`src/rtl/tx_stream_pkg.sv`:
```
package tx_stream_pkg;
  localparam int unsigned DATA_W    = 8;
  localparam int unsigned FRAME_LEN = DATA_W + 1;
  localparam int unsigned PRE_LEN   = 9;
  localparam int unsigned POS_W     = $clog2(FRAME_LEN);

  typedef logic [POS_W-1:0] pos_t;

  // bit for frame position p (0 = msb); caller handles the separator slot
  function automatic logic pick_bit(input logic [DATA_W-1:0] d, input pos_t p);
    logic [2:0] idx;
    idx = 3'(DATA_W - 1) - p[2:0];
    return d[idx];
  endfunction
endpackage

```
`src/rtl/tx_preamble.sv`:
```
module tx_preamble #(
  parameter int unsigned LEN = tx_stream_pkg::PRE_LEN
) (
  input  logic clk_i,
  input  logic rst_ni,
  input  logic step_i,
  input  logic skip_i,
  output logic done_o
);
  localparam int unsigned CNT_W = $clog2(LEN + 1);
  localparam logic [CNT_W-1:0] LAST = CNT_W'(LEN - 1);

  logic [CNT_W-1:0] cnt_q;
  logic             done_q;

  always_ff @(posedge clk_i or negedge rst_ni) begin
    if (!rst_ni) begin
      cnt_q  <= '0;
      done_q <= 1'b0;
    end else if (skip_i) begin
      done_q <= 1'b1;
    end else if (step_i && !done_q) begin
      cnt_q <= cnt_q + 1'b1;
      if (cnt_q == LAST) done_q <= 1'b1;
    end
  end

  assign done_o = done_q;

  a_r1_count_bounded: assert property (@(posedge clk_i) disable iff (!rst_ni)
    !done_q |-> cnt_q <= LAST);
endmodule

```
`src/rtl/tx_frame_seq.sv`:
```
module tx_frame_seq
  import tx_stream_pkg::*;
#(
  parameter int unsigned DEPTH  = 128,
  parameter int unsigned ADDR_W = (DEPTH > 1) ? $clog2(DEPTH) : 1
) (
  input  logic              clk_i,
  input  logic              rst_ni,
  input  logic              adv_i,
  input  logic              restart_i,
  output pos_t              pos_o,
  output logic [ADDR_W-1:0] addr_o,
  output logic              sep_o
);
  localparam pos_t              POS_LAST  = pos_t'(FRAME_LEN - 1);
  localparam logic [ADDR_W-1:0] ADDR_LAST = ADDR_W'(DEPTH - 1);

  pos_t              pos_q;
  logic [ADDR_W-1:0] addr_q;

  always_ff @(posedge clk_i or negedge rst_ni) begin
    if (!rst_ni) begin
      pos_q  <= '0;
      addr_q <= '0;
    end else if (restart_i) begin
      pos_q  <= '0;
      addr_q <= '0;
    end else if (adv_i) begin
      if (pos_q == POS_LAST) begin
        pos_q  <= '0;
        addr_q <= (addr_q == ADDR_LAST) ? '0 : addr_q + 1'b1;
      end else begin
        pos_q <= pos_q + 1'b1;
      end
    end
  end

  assign pos_o  = pos_q;
  assign addr_o = addr_q;
  assign sep_o  = (pos_q == POS_LAST);

  a_r2_addr_step: assert property (@(posedge clk_i) disable iff (!rst_ni)
    adv_i && !restart_i && sep_o && addr_q != ADDR_LAST |=> addr_o == $past(addr_q) + 1'b1);
  a_r4_addr_wrap: assert property (@(posedge clk_i) disable iff (!rst_ni)
    adv_i && !restart_i && sep_o && addr_q == ADDR_LAST |=> addr_o == '0);
  a_r5_hold: assert property (@(posedge clk_i) disable iff (!rst_ni)
    !adv_i && !restart_i |=> $stable(addr_o) && $stable(pos_o));
  a_r6_restart: assert property (@(posedge clk_i) disable iff (!rst_ni)
    restart_i |=> addr_o == '0 && pos_o == '0);
endmodule

```
`src/rtl/tx_out_stage.sv`:
```
module tx_out_stage (
  input  logic clk_i,
  input  logic rst_ni,
  input  logic en_i,
  input  logic bit_i,
  output logic oe_o,
  output logic dat_o
);
  logic oe_q, dat_q;

  always_ff @(posedge clk_i or negedge rst_ni) begin
    if (!rst_ni) begin
      oe_q  <= 1'b0;
      dat_q <= 1'b1;
    end else begin
      oe_q  <= en_i;
      dat_q <= en_i ? bit_i : 1'b1;
    end
  end

  assign oe_o  = oe_q;
  assign dat_o = dat_q;

  a_r7_idle_high: assert property (@(posedge clk_i) disable iff (!rst_ni)
    !oe_o |-> dat_o);
endmodule

```
`src/rtl/tx_only_streamer.sv`:
```
module tx_only_streamer
  import tx_stream_pkg::*;
#(
  parameter int unsigned DEPTH  = 128,
  parameter int unsigned ADDR_W = (DEPTH > 1) ? $clog2(DEPTH) : 1
) (
  input  logic              clk_i,
  input  logic              rst_ni,
  input  logic              restart_i,
  input  logic              mode_tx_i,
  output logic [ADDR_W-1:0] mem_addr_o,
  input  logic [DATA_W-1:0] mem_rdata_i,
  output logic              sda_oe_o,
  output logic              sda_o,
  output logic              driving_o
);
  logic pre_done, adv, sep, tx_bit;
  pos_t pos;

  tx_preamble #(.LEN(PRE_LEN)) u_pre (
    .clk_i  (clk_i),
    .rst_ni (rst_ni),
    .step_i (mode_tx_i),
    .skip_i (restart_i),
    .done_o (pre_done)
  );

  assign adv = mode_tx_i && pre_done && !restart_i;

  tx_frame_seq #(.DEPTH(DEPTH), .ADDR_W(ADDR_W)) u_seq (
    .clk_i     (clk_i),
    .rst_ni    (rst_ni),
    .adv_i     (adv),
    .restart_i (restart_i),
    .pos_o     (pos),
    .addr_o    (mem_addr_o),
    .sep_o     (sep)
  );

  assign tx_bit = sep ? 1'b1 : pick_bit(mem_rdata_i, pos);

  tx_out_stage u_out (
    .clk_i  (clk_i),
    .rst_ni (rst_ni),
    .en_i   (adv),
    .bit_i  (tx_bit),
    .oe_o   (sda_oe_o),
    .dat_o  (sda_o)
  );

  assign driving_o = sda_oe_o;

  a_r1_quiet_lead_in: assert property (@(posedge clk_i) disable iff (!rst_ni)
    !pre_done |=> !sda_oe_o);
  a_r3_separator_high: assert property (@(posedge clk_i) disable iff (!rst_ni)
    mode_tx_i && pre_done && !restart_i && sep |=> sda_oe_o && sda_o);
  a_r5_release: assert property (@(posedge clk_i) disable iff (!rst_ni)
    !mode_tx_i |=> !sda_oe_o);
  a_r6_restart_release: assert property (@(posedge clk_i) disable iff (!rst_ni)
    restart_i |=> !sda_oe_o);
endmodule

```
`config.mk`:
```
export PLATFORM = sky130hd
export DESIGN_NAME = tx_only_streamer
export DESIGN_NICKNAME = d
export VERILOG_FILES = /design/src/rtl/tx_stream_pkg.sv /design/src/rtl/tx_preamble.sv /design/src/rtl/tx_frame_seq.sv /design/src/rtl/tx_out_stage.sv /design/src/rtl/tx_only_streamer.sv
export SDC_FILE = /design/constraint.sdc
export NUM_CORES = 1
export LEC_CHECK = 0
export BUFFER_PORTS_ARGS = -buffer_cell sky130_fd_sc_hd__buf_4
export CELL_PAD_IN_SITES_DETAIL_PLACEMENT = 0
export CELL_PAD_IN_SITES_GLOBAL_PLACEMENT = 1
export CORE_ASPECT_RATIO = 0.75
export CORE_MARGIN = 5
export CORE_UTILIZATION = 45
export CTS_BUF_LIST = sky130_fd_sc_hd__clkbuf_8
export DETAILED_ROUTE_END_ITERATION = 12
export GPL_ROUTABILITY_DRIVEN = 0
export PLACE_DENSITY_LB_ADDON = 0.1
export SYNTH_ARGS = -nofsm -noshare
export SYNTH_HDL_FRONTEND = slang
export SYNTH_SLANG_ARGS = --single-unit
```
`constraint.sdc`:
```
create_clock -name clk_i -period 4.3 [get_ports clk_i]
set_clock_uncertainty 0.2 [all_clocks]
set_input_delay 0.43 -clock clk_i [delete_from_list [all_inputs] [get_ports clk_i]]
set_output_delay 0.43 -clock clk_i [all_outputs]
set_load 0.02 [all_outputs]
```
==> out/metrics.yaml, run 1 <==
synth:
  synthesis.area_um2: 981
  synthesis_stage_register_bit_count: 18
  netlist_top_cells_area: "sky130_fd_sc_hd__dfrtp_1, sky130_fd_sc_hd__ha_1, sky130_fd_sc_hd__xnor2_1, sky130_fd_sc_hd__mux4_2, sky130_fd_sc_hd__nor2_1"
  yosysMostFrequentCell: "sky130_fd_sc_hd__dfrtp_1"
  yosysTopAreaCellShare_pct: 43.4
  synth_area_per_cell_um2: 10.3
  asyncSetResetFlopFracSynth_pct: 100
  synth-edff-count: 0
  synth_seq_area_share_pct: 46.0
  synth.cells.most_frequent: "sky130_fd_sc_hd__dfrtp_1, sky130_fd_sc_hd__nor2_1, sky130_fd_sc_hd__nand2_1"
  syn_nets: 112
  synth_warnings: 0
  yosys.cell_types.count: 30
  yosys.area.top_type: "sky130_fd_sc_hd__dfrtp_1"
  postSynth.topFlopCell: "sky130_fd_sc_hd__dfrtp_1"
  netlist_instances: 95
route:
  final_antenna_net_count: 0
  dr.pass1.iters: 4
  num_vias: 763
  avgViaCountPerCell: 5.37
  detail_route.iter0.violations: 43
  drt-wirelength-per-cell_um: 15.0
  post-route-drc-count: 0
  drt_wl_total_mm: 2.13
worst_hold_path:
  min-delay-path-class: "primary input to flip-flop"
  worst_hold_path.num_cells: 2
floorplan:
  start_util_pct: 47.9
  rows: 14
  core_um2: 2050
  floorplan.die_area_um2: 3220
  chipWidth_um: 63.9
  die_h_um: 50.4
  io_pins: 22
global_routing:
  grt_max_degree: 19
  grt_util_met1_pct: 19.7
  grt_pass1_wl_mm: 3.39
  grt_antenna_before_repair: 0
  grt_overflow_total: 0
  grtUsageTotal_pct: 13.6
  gr-usage-met3_pct: 5.13
  first_global_vias: 715
  gr_busiest_metal: "met1"
  grt.met2_usage_pct: 18.9
power:
  report.power.total_uw: 339
  vdd_ir_max_uv: 212
  power_density_nw_per_um2: 281
  power_leakage_nw: 0.526
cells_and_area:
  fin_cells: 142
  finalInstanceArea_um2: 1210
  final_nets: 136
  antenna_cells: 0
  final_layout_size_suffix_gt1_share_pct: 26.3
  flow.area_growth_from_synthesis_pct: 23.0
  final.fill_count: 175
clock_network:
  cts_buffers: 3
  post_cts_resized: 0
  cts_tree: "yes"
  clk_pin_slew_ps: 70
  clock_tree.buffer_depth: 2
  clock-sinks: 18
  worst_skew_pair.late_latency_ps: 250
  clock_tree.htree_level_count: 1
  ctsRootBufferMaster: "sky130_fd_sc_hd__clkbuf_8"
worst_setup_path:
  worst_ep_arrival_time_ps: 1800
  cp-start-kind: "flip-flop"
  crit_path_top_delay_cell: "sky130_fd_sc_hd__dfrtp_1"
  reg2reg_depth: 6
  cp_max_fo: 7
  worst-setup-path-type: "flip-flop to flip-flop"
  crit_path_end_kind: "flip-flop"
  worst-endpoint-required_ps: 4270
  critPathMaxStageDelay_ps: 520
  critical_path.cell_chain: "inv_1 > ha_1 > nand2_1 > nor4_4 > a211o_2 > nor3_1"
timing:
  grt_setup_unrepaired: "false"
  final_period_minus_worst_setup_slack_ps: 1830
  timing.fmax_mhz: 548
  finalCritPeriodShare_pct: 42.5
  max_slew_headroom_pct: 79.6
  report.final.hold_viol_count: 0
  drv_slew: 0
  tightestPinTransition_ps: 306
  setup-violations-final: 0
  setup-tns-final_ps: 0
  final.hold.worst_slack_ps: 254
placed_design:
  placed_area_um2: 1150
  numPortBuffers: 21
  hpwlAfterDp_mm: 1.54
  placed_cells: 137
status:
  status: "complete, no violations"
flow_run:
  drv_cap: 0
-- per-stage QoR --
stage,util (%),setup WS (ps)
floorplan,-,2650
global placement,56.2,2570
detailed placement,56.2,2470
CTS,58.9,2450
global route,58.9,2370
finish,58.9,2470
-- layout make-up --
class	count	area (um^2)	area share [%]
inverters	4	15.0	1.24
clock inverters	1	3.75	0.311
clock buffers	3	41.3	3.42
multi-input cells	70	497	41.2
flip-flops and latches	18	452	37.4
repair buffers	22	168	13.9
well taps	24	30.0	2.49
-- worst paths after layout --
kind	from	endpoint	slack, ps
min	restart_i	u_seq.pos_o[1]$_DFFE_PN0P_	250
min in group asynchronous	rst_ni	u_pre.cnt_q[1]$_DFFE_PN0P_	380
max reg2reg	u_seq.pos_o[0]$_DFFE_PN0P_	u_seq.addr_o[5]$_DFFE_PN0P_	2470
max in group asynchronous	rst_ni	u_out.dat_o$_DFF_PN1_	3250
min reg2reg	u_pre.cnt_q[3]$_DFFE_PN0P_	u_pre.cnt_q[3]$_DFFE_PN0P_	290
max	u_seq.pos_o[0]$_DFFE_PN0P_	u_seq.addr_o[5]$_DFFE_PN0P_	2470
-- power breakdown --
| part | internal [mW] | switching [mW] | leakage (nW) |
|---|---|---|---|
| clock | 0.0634 | 0.0545 | 0.0269 |
| combinational | 0.0195 | 0.0196 | 0.265 |
| sequential | 0.175 | 0.00655 | 0.234 |
-- logic make-up after synthesis --
kind of cell             Yosys count  share of synthesized area [%]
AO/OA/AOI/OAI                     15                           8.80
XOR/XNOR                           8                           7.14
adder cells (fa/ha/maj)            5                           6.38
buffers and inverters              7                           3.32
flip-flops                        18                           46.0
multiplexers                       2                           4.59
AND/OR/NAND/NOR                   40                           23.7
-- critical path, delay by kind of cell (launching register included) --
kind	cells	cell delay, ps
flops	1	520
simple gates	3	380
compound gates	1	320
fa+ha+maj	1	250
buf+inv	1	80
-- layout by cell type (no fill, tap or decap) --
master	netlist	final
sky130_fd_sc_hd__nor3b_1	2	2
sky130_fd_sc_hd__o21ai_2	1	1
sky130_fd_sc_hd__dfstp_2	1	1
sky130_fd_sc_hd__a211o_2	1	1
sky130_fd_sc_hd__and2_0	1	1
sky130_fd_sc_hd__nor2b_1	1	1
sky130_fd_sc_hd__clkbuf_8	0	3
sky130_fd_sc_hd__dfrtp_1	17	17
sky130_fd_sc_hd__nor3_1	4	4
sky130_fd_sc_hd__buf_4	1	21
sky130_fd_sc_hd__nor2_1	9	9
sky130_fd_sc_hd__xor2_1	1	1
sky130_fd_sc_hd__nor4_4	1	1
sky130_fd_sc_hd__a211oi_1	1	1
sky130_fd_sc_hd__and2_1	1	1
sky130_fd_sc_hd__nand3_1	3	3
sky130_fd_sc_hd__or3_1	1	1
sky130_fd_sc_hd__nand3b_1	1	1
sky130_fd_sc_hd__ha_1	5	5
sky130_fd_sc_hd__nand4_1	3	3
sky130_fd_sc_hd__xnor2_1	7	7
sky130_fd_sc_hd__a21oi_1	6	6
sky130_fd_sc_hd__and4_1	1	1
sky130_fd_sc_hd__dlygate4sd3_1	0	1
sky130_fd_sc_hd__nand4b_1	3	3
sky130_fd_sc_hd__mux4_2	2	2
sky130_fd_sc_hd__nand2_4	1	1
sky130_fd_sc_hd__nand2_1	8	8
sky130_fd_sc_hd__o21ai_0	6	6
sky130_fd_sc_hd__inv_1	4	5
-- flip-flops by register name (all words and copies together), names as in the netlist --
name and cells:
u_seq.addr_o 7, u_pre.cnt_q 4, u_seq.pos_o 4, u_out.dat_o 1
u_out.oe_o 1, u_pre.done_o 1
-- layer usage --
metal	wire [um]	vias to the layer above
met5	0	-
met4	11	0
met3	135	2
met2	889	19
met1	1090	361
li1	-	381
-- what timing repair did --
item | in CTS | in global routing
setup buffers | 0 | 0
hold endpoints to repair | 17 | 0
hold buffers | 1 | 0
Power figures use the tool's default switching activity.
==> inputs of run 2 (changes only) <==
--- a/config.mk
+++ b/config.mk
@@ -10,7 +10,7 @@
 export CELL_PAD_IN_SITES_GLOBAL_PLACEMENT = 1
 export CORE_ASPECT_RATIO = 0.75
 export CORE_MARGIN = 5
-export CORE_UTILIZATION = 45
+export CORE_UTILIZATION = 42
 export CTS_BUF_LIST = sky130_fd_sc_hd__clkbuf_8
 export DETAILED_ROUTE_END_ITERATION = 12
 export GPL_ROUTABILITY_DRIVEN = 0
==> constraint.sdc (replaced) <==
create_clock -name clk_i -period 1.91 [get_ports clk_i]
set_clock_uncertainty 0.2 [all_clocks]
set_input_delay 0.191 -clock clk_i [delete_from_list [all_inputs] [get_ports clk_i]]
set_output_delay 0.191 -clock clk_i [all_outputs]
set_load 0.02 [all_outputs]
==> run 2 against run 1 <==
- critical path depth stayed put
- core utilization down 4.9 points
- global-route usage decreased by 0.26 points
- register-to-register slack got worse by 2300 ps
- cell area up 1.7%
- sequential power grew 120%
- final cell count up 7.7%
- setup slack worse by 2300 ps
- fmax is 6.3% higher
- flip-flop and latch count stayed put
- combinational power increased by 140%
- critical path type unchanged
- largest cell class unchanged
- highest routed layer is now met3
==> out/metrics.yaml, run 2 (synthesis gave the netlist of run 1 again) <==
cells_and_area:
  flow.area_growth_from_synthesis_pct: 25.0
  final_layout_size_suffix_gt1_share_pct: 26.9  # +0.62 points
  final.fill_count: 216  # +23%
  layout_common_cells: "sky130_fd_sc_hd__buf_4, sky130_fd_sc_hd__dfrtp_1, sky130_fd_sc_hd__nor2_1, sky130_fd_sc_hd__nand2_1, sky130_fd_sc_hd__xnor2_1"
  final_nets: 137  # +0.74%
  antenna_cells: 0  # unchanged
  layout.cells.most_common: "sky130_fd_sc_hd__buf_4"
  largest_reg_flops: 7  # unchanged
  fin_cells: 153  # +7.7%
timing:
  drv_slew: 0  # unchanged
  setup-violations-final: 0  # unchanged
  tightestPinTransition_ps: 274  # -31.1 ps
  final.hold.worst_slack_ps: 1.81  # -252 ps
  grt_setup_unrepaired: "false"
  report.final.hold_viol_count: 0  # unchanged
  final_period_minus_worst_setup_slack_ps: 1720  # -108 ps
  setup-tns-final_ps: 0  # unchanged
  timing.fmax_mhz: 582  # +6.3%
  finalWorstSetupSlack_ps: 191  # -2280 ps
  finalCritPeriodShare_pct: 90.0  # +48 points
  max_slew_headroom_pct: 81.6  # +1.9 points
worst_setup_path:
  critical_path.cell_chain: "inv_1 > ha_1 > nand2_1 > nor4_4 > xnor2_1 > nor2_1"
  critPathMaxStageDelay_ps: 440  # -80 ps
  worst-setup-path-type: "flip-flop to flip-flop"
  crit_path_end_kind: "flip-flop"
  cp_max_fo: 6  # -1
  critPathTopFamily: "simple AND/OR/NAND/NOR gates"
  crit_path_top_delay_cell: "sky130_fd_sc_hd__dfrtp_1"
  worst-endpoint-required_ps: 1850  # -2420 ps
  worst_ep_arrival_time_ps: 1660  # -140 ps
  cp-start-kind: "flip-flop"
  worstPathBufferInverterCount: 1  # unchanged
clock_network:
  worst_skew_pair.late_latency_ps: 250  # about the same
  clock_tree.htree_level_count: 1  # unchanged
  cts_tree: "yes"
  clock-sinks: 18  # unchanged
  cts_buffers: 3  # unchanged
  cts.repair_timing.setup_buffer_count: 0  # unchanged
  ctsHoldBuffers: 1  # unchanged
  ctsRootBufferMaster: "sky130_fd_sc_hd__clkbuf_8"
  post_cts_resized: 0  # unchanged
  clk_pin_slew_ps: 70  # about the same
  clock_tree.buffer_depth: 2  # unchanged
power:
  vdd_ir_max_uv: 423  # +100%
  report.power.total_uw: 763  # +130%
  power_density_nw_per_um2: 623  # +120%
  power_leakage_nw: 0.531  # +0.98%
worst_hold_path:
  min-delay-path-class: "primary input to flip-flop"
route:
  drt_wl_total_mm: 1.90  # -10%
  drt-wirelength-per-cell_um: 12.4  # -17%
  post-route-drc-count: 0  # unchanged
  detail_route.iter0.violations: 18  # -58%
  final_antenna_net_count: 0  # unchanged
  num_vias: 755  # -1.0%
  avgViaCountPerCell: 4.93  # -8.2%
  dr.pass1.iters: 3  # -1
global_routing:
  grt_overflow_total: 0  # unchanged
  grtUsageTotal_pct: 13.3  # -0.26 points
  grt_max_degree: 19  # unchanged
  first_global_vias: 742  # +3.8%
  grt_pass1_wl_mm: 3.45  # +1.9%
  grt_antenna_before_repair: 0  # unchanged
placed_design:
  placed_cells: 148  # +8.0%
  pre_cts_ws_ps: 204  # -2270 ps
  numPortBuffers: 21  # unchanged
  hpwlAfterDp_mm: 1.44  # -6.5%
floorplan:
  start_util_pct: 43.2  # -4.7 points
  chipWidth_um: 65.8  # +3.0%
  die_h_um: 51.9  # +2.8%
  core_um2: 2270  # +11%
  rows: 15  # +1
  floorplan.die_area_um2: 3410  # +5.9%
  io_pins: 22  # unchanged
flow_run:
  drv_cap: 0  # unchanged
status:
  status: "complete, no violations"
## run 2: metal layers
metal / up-vias / track usage [%] / routed length (um)
met2: 13 / 21.5 / 850
met1: 362 / 17.8 / 953
met3: 0 / 4.75 / 100
li1: 380 / - / -
met5: - / 0 / 0
met4: 0 / 1.03 / 0
## run 2: final timing paths
check	startpoint	to	slack [ps]	cells after the start
max	u_seq.pos_o[1]$_DFFE_PN0P_	u_seq.addr_o[6]$_DFFE_PN0P_	190	6
min	restart_i	u_seq.addr_o[2]$_DFFE_PN0P_	2	2
max reg2reg	u_seq.pos_o[1]$_DFFE_PN0P_	u_seq.addr_o[6]$_DFFE_PN0P_	190	6
min reg2reg	u_pre.cnt_q[3]$_DFFE_PN0P_	u_pre.cnt_q[3]$_DFFE_PN0P_	270	1
max in group asynchronous	rst_ni	u_out.dat_o$_DFF_PN1_	1110	2
min in group asynchronous	rst_ni	u_out.oe_o$_DFF_PN0_	140	2
## run 2: area by class of cell
type | instances | area [um^2] | share of cell area, %
clock buffer | 3 | 41.3 | 3.37
multi-input combinational | 70 | 497 | 40.5
sequential | 18 | 452 | 36.8
tap | 34 | 42.5 | 3.47
clock inverter | 1 | 3.75 | 0.306
timing repair buffer | 23 | 175 | 14.3
inverter | 4 | 15.0 | 1.22
## run 2: worst reg2reg max path: cells and delay by family (launching register included)
| kind | cells | cell delay (ps) |
|---|---|---|
| buf+inv | 1 | 90 |
| fa+ha+maj | 1 | 210 |
| simple gates | 3 | 510 |
| flops | 1 | 440 |
| xor+xnor | 1 | 160 |
## run 2: metrics by stage
step	util, %	area, um^2
after global placement	51.6	1170
final	54.0	1230
after CTS	54.0	1230
after global routing	54.0	1230
after floorplan	-	981
after detailed placement	51.6	1170
## run 2: power by group
| group | internal (mW) | leakage, nW | switching, mW |
|---|---|---|---|
| Clock | 0.143 | 0.0269 | 0.122 |
| Combinational | 0.0458 | 0.270 | 0.0468 |
| Sequential | 0.395 | 0.234 | 0.0109 |
| Total | 0.584 | 0.531 | 0.180 |
